File: config.mk
export PLATFORM = sky130hd
export DESIGN_NAME = wdg_gated_watchdog
export DESIGN_NICKNAME = d
export VERILOG_FILES = /design/src/rtl/wdg_pkg.sv /design/src/rtl/wdg_regs.sv /design/src/rtl/wdg_tick.sv /design/src/rtl/wdg_count.sv /design/src/rtl/wdg_evt.sv /design/src/rtl/wdg_gated_watchdog.sv
export SDC_FILE = /design/constraint.sdc
export NUM_CORES = 1
export LEC_CHECK = 0
export ABC_CLOCK_PERIOD_IN_PS = 2550
export CAP_MARGIN = 40
export CORE_MARGIN = 2
export CORE_UTILIZATION = 45
export DETAILED_ROUTE_END_ITERATION = 10
export DONT_BUFFER_PORTS = 1
export GPL_TIMING_DRIVEN = 0
export HOLD_SLACK_MARGIN = 0.1
export SLEW_MARGIN = 40
export SYNTH_ARGS = -nofsm -noshare
export SYNTH_HDL_FRONTEND = slang
export SYNTH_SLANG_ARGS = --single-unit
File: constraint.sdc
create_clock -name clk -period 2.55 [get_ports clk]
set_input_delay 0.1275 -clock clk [delete_from_list [all_inputs] [get_ports clk]]
set_output_delay 0.1275 -clock clk [all_outputs]
set_load 0.005 [all_outputs]
File: src/rtl/wdg_pkg.sv
package wdg_pkg;

   // register selector (low two address bits)
   typedef enum logic [1:0] {
      RA_TIMEOUT = 2'd0,
      RA_TBASE   = 2'd1,
      RA_OUTEN   = 2'd2,
      RA_EVENT   = 2'd3
   } wdg_reg_e;

   // bit positions software depends on
   localparam int unsigned TB_SEC_BIT = 0;
   localparam int unsigned OUTEN_BIT  = 1;
   localparam int unsigned EVENT_BIT  = 0;

endpackage

File: src/rtl/wdg_regs.sv
module wdg_regs
   import wdg_pkg::*;
#(
   parameter int unsigned ADDR_W      = 3,
   parameter int unsigned DATA_W      = 8,
   parameter int unsigned CNT_W       = 8,
   parameter int unsigned RST_TIMEOUT = 60,
   parameter bit          RST_TB_SEC  = 1'b1
) (
   input  logic              clk,
   input  logic              rst_n,
   input  logic              wr_en,
   input  logic [ADDR_W-1:0] addr,
   input  logic [DATA_W-1:0] wdata,
   input  logic              evt_flag,
   output logic [DATA_W-1:0] rdata,
   output logic              load,
   output logic [CNT_W-1:0]  load_val,
   output logic              tb_sec,
   output logic              out_en,
   output logic              evt_clr
);

   localparam int unsigned SEL_W = 2;

   if (ADDR_W < SEL_W) begin : g_bad_addr
      $error("wdg_regs: ADDR_W must be at least 2");
   end
   if (CNT_W > DATA_W) begin : g_bad_cnt
      $error("wdg_regs: CNT_W must not exceed DATA_W");
   end
   if (DATA_W <= OUTEN_BIT) begin : g_bad_data
      $error("wdg_regs: DATA_W too narrow for field layout");
   end

   logic             hit;
   wdg_reg_e         sel;
   logic [CNT_W-1:0] timeout_q;
   logic             tb_q;
   logic             oe_q;

   assign hit = ((addr >> SEL_W) == '0);
   assign sel = wdg_reg_e'(addr[SEL_W-1:0]);

   assign load    = wr_en && hit && (sel == RA_TIMEOUT);
   assign evt_clr = wr_en && hit && (sel == RA_EVENT) && wdata[EVENT_BIT];

   always_ff @(posedge clk or negedge rst_n) begin
      if (!rst_n) begin
         timeout_q <= CNT_W'(RST_TIMEOUT);
         tb_q      <= RST_TB_SEC;
         oe_q      <= 1'b0;
      end else if (wr_en && hit) begin
         case (sel)
            RA_TIMEOUT: timeout_q <= wdata[CNT_W-1:0];
            RA_TBASE:   tb_q      <= wdata[TB_SEC_BIT];
            RA_OUTEN:   oe_q      <= wdata[OUTEN_BIT];
            default:    ;
         endcase
      end
   end

   always_comb begin
      rdata = '0;
      if (hit) begin
         case (sel)
            RA_TIMEOUT: rdata[CNT_W-1:0]  = timeout_q;
            RA_TBASE:   rdata[TB_SEC_BIT] = tb_q;
            RA_OUTEN:   rdata[OUTEN_BIT]  = oe_q;
            RA_EVENT:   rdata[EVENT_BIT]  = evt_flag;
            default:    rdata = '0;
         endcase
      end
   end

   assign load_val = wdata[CNT_W-1:0];
   assign tb_sec   = tb_q;
   assign out_en   = oe_q;

   // configuration holds when no write is presented
   a_r2_cfg_hold: assert property (@(posedge clk) disable iff (!rst_n)
      !wr_en |=> ($stable(timeout_q) && $stable(tb_q) && $stable(oe_q)));

endmodule

File: src/rtl/wdg_tick.sv
module wdg_tick #(
   parameter int unsigned MIN_DIV = 60
) (
   input  logic clk,
   input  logic rst_n,
   input  logic sec_tick,
   input  logic restart,
   input  logic tb_sec,
   output logic unit_tick
);

   if (MIN_DIV < 1) begin : g_bad_div
      $error("wdg_tick: MIN_DIV must be at least 1");
   end

   logic min_tick;

   if (MIN_DIV == 1) begin : g_nodiv
      logic unused_restart;
      assign unused_restart = restart;
      assign min_tick       = sec_tick;
   end else begin : g_div
      localparam int unsigned PRE_W = $clog2(MIN_DIV);
      localparam logic [PRE_W-1:0] PRE_LAST = PRE_W'(MIN_DIV - 1);

      logic [PRE_W-1:0] pre_q;
      logic             wrap;

      assign wrap     = (pre_q == PRE_LAST);
      assign min_tick = sec_tick && wrap;

      always_ff @(posedge clk or negedge rst_n) begin
         if (!rst_n)          pre_q <= '0;
         else if (restart)    pre_q <= '0;
         else if (sec_tick)   pre_q <= wrap ? '0 : pre_q + 1'b1;
      end

      // prescaler restarts from zero on a reload
      a_r5_pre_restart: assert property (@(posedge clk) disable iff (!rst_n)
         restart |=> (pre_q == '0));
   end

   assign unit_tick = tb_sec ? sec_tick : min_tick;

   // no unit tick without an underlying second strobe
   a_r4_tick_src: assert property (@(posedge clk) disable iff (!rst_n)
      unit_tick |-> sec_tick);

endmodule

File: src/rtl/wdg_count.sv
module wdg_count #(
   parameter int unsigned CNT_W       = 8,
   parameter int unsigned RST_TIMEOUT = 60
) (
   input  logic             clk,
   input  logic             rst_n,
   input  logic             load,
   input  logic [CNT_W-1:0] load_val,
   input  logic             unit_tick,
   output logic             expire
);

   if (RST_TIMEOUT >= (1 << CNT_W)) begin : g_bad_rst
      $error("wdg_count: RST_TIMEOUT does not fit CNT_W");
   end

   localparam logic [CNT_W-1:0] ONE = CNT_W'(1);

   logic [CNT_W-1:0] cnt_q;
   logic             done_q;
   logic             step;

   assign step   = unit_tick && !load && !done_q;
   assign expire = step && (cnt_q <= ONE);

   always_ff @(posedge clk or negedge rst_n) begin
      if (!rst_n) begin
         cnt_q  <= CNT_W'(RST_TIMEOUT);
         done_q <= 1'b0;
      end else if (load) begin
         cnt_q  <= load_val;
         done_q <= 1'b0;
      end else if (step) begin
         cnt_q  <= (cnt_q == '0) ? '0 : cnt_q - ONE;
         done_q <= (cnt_q <= ONE);
      end
   end

   // each unit tick above one takes exactly one count off
   a_r3_decrement: assert property (@(posedge clk) disable iff (!rst_n)
      (unit_tick && !load && !done_q && cnt_q > ONE) |=>
         (cnt_q == CNT_W'($past(cnt_q) - ONE)));

   // after expiry the counter parks at zero until reloaded
   a_r7_park: assert property (@(posedge clk) disable iff (!rst_n)
      (done_q && !load) |=> (done_q && cnt_q == '0));

endmodule

File: src/rtl/wdg_evt.sv
module wdg_evt #(
   parameter int unsigned RST_CYCLES = 4
) (
   input  logic clk,
   input  logic rst_n,
   input  logic expire,
   input  logic evt_clr,
   input  logic out_en,
   output logic evt_flag,
   output logic sys_rst
);

   if (RST_CYCLES < 1) begin : g_bad_len
      $error("wdg_evt: RST_CYCLES must be at least 1");
   end

   localparam int unsigned RC_W = $clog2(RST_CYCLES + 1);
   localparam logic [RC_W-1:0] RC_LOAD = RC_W'(RST_CYCLES);

   logic            evt_q;
   logic [RC_W-1:0] rc_q;
   logic            fire;

   // reset is decided only on the 0->1 transition of the flag
   assign fire = expire && !evt_q && out_en;

   always_ff @(posedge clk or negedge rst_n) begin
      if (!rst_n)        evt_q <= 1'b0;
      else if (expire)   evt_q <= 1'b1;
      else if (evt_clr)  evt_q <= 1'b0;
   end

   always_ff @(posedge clk or negedge rst_n) begin
      if (!rst_n)           rc_q <= '0;
      else if (fire)        rc_q <= RC_LOAD;
      else if (rc_q != '0)  rc_q <= rc_q - 1'b1;
   end

   assign evt_flag = evt_q;
   assign sys_rst  = (rc_q != '0);

   // flag is sticky without a clear request
   a_r8_sticky: assert property (@(posedge clk) disable iff (!rst_n)
      (evt_q && !evt_clr) |=> evt_q);

   // a reset pulse begins only on a flag rise with output enabled
   a_r9_gate: assert property (@(posedge clk) disable iff (!rst_n)
      $rose(sys_rst) |-> ($rose(evt_q) && $past(out_en)));

   // expiry with the flag already set never starts a pulse
   a_r11_no_rearm: assert property (@(posedge clk) disable iff (!rst_n)
      (evt_q && expire && !sys_rst) |=> !sys_rst);

   // expiry wins over a same-cycle clear
   a_r13_set_wins: assert property (@(posedge clk) disable iff (!rst_n)
      (expire && evt_clr) |=> evt_q);

endmodule

File: src/rtl/wdg_gated_watchdog.sv
module wdg_gated_watchdog #(
   parameter int unsigned ADDR_W      = 3,
   parameter int unsigned DATA_W      = 8,
   parameter int unsigned CNT_W       = 8,
   parameter int unsigned MIN_DIV     = 60,
   parameter int unsigned RST_CYCLES  = 4,
   parameter int unsigned RST_TIMEOUT = 60,
   parameter bit          RST_TB_SEC  = 1'b1
) (
   input  logic              clk,
   input  logic              rst_n,
   input  logic              sec_tick,
   input  logic              reg_wr,
   input  logic [ADDR_W-1:0] reg_addr,
   input  logic [DATA_W-1:0] reg_wdata,
   output logic [DATA_W-1:0] reg_rdata,
   output logic              wdg_event,
   output logic              wdg_rst
);

   logic             load;
   logic [CNT_W-1:0] load_val;
   logic             tb_sec;
   logic             out_en;
   logic             evt_clr;
   logic             unit_tick;
   logic             expire;
   logic             evt_flag;

   wdg_regs #(
      .ADDR_W     (ADDR_W),
      .DATA_W     (DATA_W),
      .CNT_W      (CNT_W),
      .RST_TIMEOUT(RST_TIMEOUT),
      .RST_TB_SEC (RST_TB_SEC)
   ) u_regs (
      .clk     (clk),
      .rst_n   (rst_n),
      .wr_en   (reg_wr),
      .addr    (reg_addr),
      .wdata   (reg_wdata),
      .evt_flag(evt_flag),
      .rdata   (reg_rdata),
      .load    (load),
      .load_val(load_val),
      .tb_sec  (tb_sec),
      .out_en  (out_en),
      .evt_clr (evt_clr)
   );

   wdg_tick #(
      .MIN_DIV(MIN_DIV)
   ) u_tick (
      .clk      (clk),
      .rst_n    (rst_n),
      .sec_tick (sec_tick),
      .restart  (load),
      .tb_sec   (tb_sec),
      .unit_tick(unit_tick)
   );

   wdg_count #(
      .CNT_W      (CNT_W),
      .RST_TIMEOUT(RST_TIMEOUT)
   ) u_count (
      .clk      (clk),
      .rst_n    (rst_n),
      .load     (load),
      .load_val (load_val),
      .unit_tick(unit_tick),
      .expire   (expire)
   );

   wdg_evt #(
      .RST_CYCLES(RST_CYCLES)
   ) u_evt (
      .clk     (clk),
      .rst_n   (rst_n),
      .expire  (expire),
      .evt_clr (evt_clr),
      .out_en  (out_en),
      .evt_flag(evt_flag),
      .sys_rst (wdg_rst)
   );

   assign wdg_event = evt_flag;

   // with output disabled, no pulse can start
   a_r12_masked: assert property (@(posedge clk) disable iff (!rst_n)
      (!out_en && !wdg_rst) |=> !wdg_rst);

endmodule

# Yosys cells after proc, flatten, opt, wreduce, memory -nomap -nowiden

Cells that the tools add are included.

Input bits: 15
Bits in latches: 0
ROM bits: 0
Memories kept: 0
Register bits: 29
Bits in writable memories: 0
Output and inout port bits: 10
Logic and storage cells: 57

Magnitude comparators: 1
Eq/ne operators: 4
Reduce and logical (&&, ||, !) cells: 24
Div/mod/pow operators: 0
$mul: 0
Shift operators: 0
$add $sub $neg: 3
Multiplexer cells: 17
Bitwise gates (word level): 0

Operators with widths:

| cell                                                                              | count |
|---|---|
| 8-bit two-way mux                                                                 | 4 |
| 6-bit two-way mux                                                                 | 4 |
| 1-bit logical AND                                                                 | 10 |
| 8-bit by 1-bit less-or-equal comparator with 1-bit output (second input constant) | 1 |
| 8-bit zero test                                                                   | 1 |
| 2-bit nonzero test                                                                | 4 |
| 8-bit by 1-bit subtractor with 8-bit output (second input constant)               | 1 |
| 6-bit by 1-bit adder with 6-bit output (second input constant)                    | 1 |
| 6-bit equality test (second input constant)                                       | 1 |
| 3-bit two-way mux                                                                 | 2 |
| 2-bit AND reduction                                                               | 3 |
| 1-bit two-way mux                                                                 | 5 |
| 2-bit equality test (second input constant)                                       | 2 |
| 1-bit zero test                                                                   | 3 |
| 3-bit zero test                                                                   | 1 |
| 1-bit one-hot mux with 3 select lines                                             | 1 |
| 3-bit nonzero test                                                                | 1 |
| 3-bit by 1-bit subtractor with 3-bit output (second input constant)               | 1 |
| 2-bit by 1-bit equality test with 1-bit output (second input constant)            | 1 |
| 2-bit zero test                                                                   | 1 |
| 1-bit one-hot mux with 2 select lines                                             | 1 |

# Longest topological paths before layout

Depth after elaboration: 10
Depth in mapped cells: 7
Mapped depth without buffers: 6

# Cells and area by module

A second synthesis with hierarchy kept.

Cells, all modules: 174
Area, all modules: 1756.7 µm²

Modules (own cells, without submodules):

| module    | area an instance (µm²) | cells each | times used | sequential area each (µm²) |
|---|---|---|---|---|
| wdg_count | 606.8                  | 68         | 1          | 230.2 |
| wdg_regs  | 596.8                  | 49         | 1          | 256.5 |
| wdg_tick  | 340.3                  | 37         | 1          | 150.1 |
| wdg_evt   | 212.7                  | 20         | 1          | 100.1 |

# Worst setup path before layout

OpenSTA, ideal clock, no wires.

Path type: register -> register
From: register u_tick.g_div.pre_q[0]
To: register u_count.cnt_q[2]
Setup time: 69 ps
Stages on the path, launching flop included: 8
Setup slack: 700 ps
Arrival time: 1781 ps
Path through: dfrtp_1 ha_1 and4b_2 o2111ai_4 or3_1 buf_6 o31a_1 o21ai_2

Word-level cells in the longest chain between the ends: 6

RTL lines:

| what                            | RTL line        | RTL |
|---|---|---|
| from (decl)                     | wdg_tick.sv:26  | `logic [PRE_W-1:0] pre_q;` |
| from (signal assigned)          | wdg_tick.sv:35  | `else if (sec_tick) pre_q <= wrap ? '0 : pre_q + 1'b1;` |
| 6-bit equality test             | wdg_tick.sv:29  | `assign wrap = (pre_q == PRE_LAST);` |
| 1-bit logical AND               | wdg_tick.sv:30  | `assign min_tick = sec_tick && wrap;` |
| 1-bit two-way mux               | wdg_tick.sv:43  | `assign unit_tick = tb_sec ? sec_tick : min_tick;` |
| 1-bit logical AND (2 in series) | wdg_count.sv:23 | `assign step = unit_tick && !load && !done_q;` |
| 2-bit nonzero test (no line)    | n/a             |  |
| to (signal assigned)            | wdg_count.sv:28 | `cnt_q <= CNT_W'(RST_TIMEOUT);` |
| to (signal assigned)            | wdg_count.sv:31 | `cnt_q <= load_val;` |
| to (signal assigned)            | wdg_count.sv:34 | `cnt_q <= (cnt_q == '0) ? '0 : cnt_q - ONE;` |
| to (decl)                       | wdg_count.sv:19 | `logic [CNT_W-1:0] cnt_q;` |

No other way between the ends.
A chain may end at the register's enable or synchronous reset.

# Final worst setup path

Ends and elaborated chain as after synthesis.

==> results.sh <==
export IMPL_crit_slowest_cell="dfrtp_1"
export IMPL_h_tree_depth=2
export IMPL_grt_pass1_wl_mm=5.79
export IMPL_worstSetupEndpoint="u_count.cnt_q[2]"
export IMPL_die_height_um=64.0
export IMPL_regArea_um2=737
export IMPL_postCtsHoldBufs=11
export IMPL_fin_nets=211
export IMPL_dieWidth_um=64.0
export IMPL_final_period_utilization_pct=79.8
export IMPL_hpwlAfterDp_mm=2.32
export IMPL_status="completed"
export IMPL_startpoint="u_tick.g_div.pre_q[0]"
export IMPL_drive_gt1_share_pct=15.7
export IMPL_cts_setup_buffers=0
export IMPL_grt_max_degree=30
export IMPL_postRouteAntennaNets=0
export IMPL_synthAdderAreaFrac_pct=4.63
export IMPL_ir_drop_mv=0.416
export IMPL_syn_area_mm2=0.00162
export IMPL_setup_viol=0
export IMPL_cp_max_fo=9
export IMPL_die_area_mm2=0.00410
export IMPL_critPathKind="flip-flop to flip-flop"
export IMPL_worstReg2RegEnd="u_count.cnt_q[2]"
export IMPL_routed_wl_mm=3.28
export IMPL_min_path_type="input pin to flip-flop"
export IMPL_dp_slack_ns=0.539
export IMPL_core_rowCount=21
export IMPL_coreArea_mm2=0.00339
export IMPL_grt_antenna_before_repair=0
export IMPL_start_kind="flip-flop"
export IMPL_areaGrowthSynthToFinish_pct=14.1
export IMPL_clock_latency_ns=0.32
export IMPL_max_freq_mhz=491
export IMPL_yosys_area_share_xor_xnor_pct=1.08
export IMPL_synth_compound_area_share_pct=13.8
export IMPL_avgSynthCellArea_um2=9.43
export IMPL_async_flop_share_pct=100
export IMPL_tns_ns=0
export IMPL_multi_input_area_um2=810
export IMPL_synthSimpleGateAreaFrac_pct=26.5
export IMPL_synth_top_family_by_area="simple AND/OR/NAND/NOR gates"
export IMPL_slew_viol_final=0
export IMPL_route_vias_total=1308
export IMPL_setup_ws_ns=0.514
export IMPL_worstSetupPathDepth=7
export IMPL_critPathTopFamily="simple AND/OR/NAND/NOR gates"
export IMPL_r2r_cells=7
export IMPL_clk_pin_slew_ns=0.09
export IMPL_ys_seq_area_share_pct=45.4
export IMPL_cap_violations=0
export IMPL_firstDrtPassIters=4
export IMPL_initial_core_util_pct=47.8
export IMPL_numCtsBuffers=5
export IMPL_post_cts_resized=0
export IMPL_grt_pass1_vias=1258
export IMPL_synthCells=172
export IMPL_synth_ff_type="dfrtp_1"
export IMPL_synthesis_nets=193
export IMPL_cp_arrival_ns=2.29
export IMPL_post_drt_wl_per_cell_um=13.8
export IMPL_drc=0
export IMPL_io_buffer_count=0
export IMPL_worstSetupEndpointType="flip-flop"
export IMPL_cellLeakagePower_nw=0.846
export IMPL_r2r_start="u_tick.g_div.pre_q[0]"
export IMPL_cp_num_buf_inv=1
export IMPL_via_per_inst=5.52
export IMPL_synth_mux_area_share_pct=3.86
export IMPL_skew_ns=0.00715
export IMPL_tritoncts="built"
export IMPL_clock_path_buffers=2
export IMPL_worstMarginPinSlew_ns=0.509
export IMPL_regToRegSetupSlack_ns=0.51
export IMPL_p_per_area_mw_per_mm2=878
export IMPL_synth_warnings=0
export IMPL_fin_crit_ns=2.04
export IMPL_synthDistinctLibCells=45
export IMPL_max_stage_delay_ns=0.40
export IMPL_fill_cells=296
export IMPL_hold_violations=0
export IMPL_synth_edf_count=0
export IMPL_dr_first_iter_drc_count=53
export IMPL_ys_ff_latch=29
export IMPL_max_slew_margin_pct=66.1
export IMPL_pin_count=25
export IMPL_required_ns=2.81
export IMPL_overflow=0
export IMPL_cts_sinks=29
export IMPL_cts_root_buf="clkbuf_4"
export IMPL_fin_hold_ws_ns=0.124
export IMPL_grt_usage_pct=18.2
export IMPL_min_delay_path_depth=3
export IMPL_rsz0062_at_grt="no"
export IMPL_cp_cell_sequence="ha_1 -> and4b_2 -> o2111ai_4 -> or3_1 -> buf_6 -> o31a_1 -> o21ai_2"
export IMPL_gp_congestion=0.754
export IMPL_n_antenna_cell=0
kinds of logic after synthesis:
logic type,count (synthesis)
compound gates,30
flops,29
mux,6
buf+inv,14
simple gates,85
xor+xnor,2
fa+ha+maj,6
where the power goes:
part | leakage, nW | switching (mW) | total (mW) | internal [mW]
clock | 0.0320 | 0.155 | 0.259 | 0.105
sequential | 0.347 | 0.156 | 0.814 | 0.659
combinational | 0.467 | 0.275 | 0.551 | 0.275
total | 0.846 | 0.585 | 1.62 | 1.04
how the worst min path moves through the flow:
| stage | from | end | slack, ns |
|---|---|---|---|
| 2_1_floorplan | rst_n | u_count.cnt_q[0] | -0.17 |
| 3_3_place_gp | rst_n | u_tick.g_div.pre_q[2] | -0.17 |
| 3_5_place_dp | rst_n | u_tick.g_div.pre_q[2] | -0.17 |
| 4_1_cts | sec_tick | u_tick.g_div.pre_q[5] | 0.11 |
| 5_1_grt | sec_tick | u_tick.g_div.pre_q[5] | 0.12 |
| 6_report | sec_tick | u_tick.g_div.pre_q[5] | 0.12 |
per-stage QoR:
stage / util, % / cell area [um2] / power [mW] / instances
final: 54.6 / 1850 / 1.62 / 237
after global routing: 54.6 / 1850 / 1.80 / 237
after CTS: 54.6 / 1850 / 1.64 / 237
after detailed placement: 49.5 / 1680 / 1.35 / 218
after global placement: 49.5 / 1680 / 1.31 / 218
after floorplan: - / 1620 / 1.23 / 172
cells in the final DEF (no fill, tap or decap), types with 3 or more instances in the layout:
cell type	count
or3_1	3
and2_1	8
ha_1	6
nor2_1	14
a21o_1	3
o211ai_1	3
dfrtp_1	20
dfstp_2	9
nand2_1	33
nor3_1	6
o21ai_0	7
mux2i_1	4
and3_1	3
clkbuf_4	5
inv_1	6
clkbuf_1	5
a21oi_1	4
dlygate4sd3_1	10
flip-flops by register name (all words and copies together) (netlist names):
register	count
u_count.cnt_q	8
u_regs.timeout_q	8
u_tick.g_div.pre_q	6
u_evt.rc_q	3
u_count.done_q	1
u_evt.evt_flag	1
u_regs.out_en	1
u_regs.tb_sec	1
worst min-delay path, delay by kind of cell:
family                 cells  cell delay, ns
and+or+nand+nor            1            0.08
buffers and inverters      1            0.14
AOI/OAI and AO/OA          1            0.06
final cells by class:
type	count	area share, %
flip-flops and latches	29	39.8
repair buffers	11	6.49
clock buffers	6	2.23
clock inverters	2	0.541
well taps	46	3.11
inverters	6	1.22
multi-input cells	129	43.7
plain buffers	8	2.84
synth_stat cells, types with 3 or more instances:
| cell | instances | area [um2] |
|---|---|---|
| a21o_1 | 3 | 22.5 |
| a21oi_1 | 4 | 20.0 |
| and2_1 | 8 | 50.1 |
| and3_1 | 3 | 18.8 |
| clkbuf_1 | 4 | 15.0 |
| dfrtp_1 | 20 | 500 |
| dfstp_2 | 9 | 236 |
| ha_1 | 6 | 75.1 |
| inv_1 | 6 | 22.5 |
| mux2i_1 | 4 | 40.0 |
| nand2_1 | 33 | 124 |
| nor2_1 | 14 | 52.6 |
| nor3_1 | 6 | 30.0 |
| o211ai_1 | 3 | 22.5 |
| o21ai_0 | 7 | 35.0 |
| or3_1 | 3 | 18.8 |
layer usage:
| layer | vias to the layer above | GRT usage (%) | share of wire (%) | wire (um) |
|---|---|---|---|---|
| met4 | 0 | 5.71 | 1.6 | 51 |
| met3 | 5 | 5.99 | 5.9 | 195 |
| met2 | 39 | 27.6 | 45 | 1460 |
| met5 | - | 0 | 0 | 0 |
| met1 | 626 | 24.6 | 48 | 1570 |
| li1 | 638 | - | - | - |
Power figures use the tool's default switching activity.
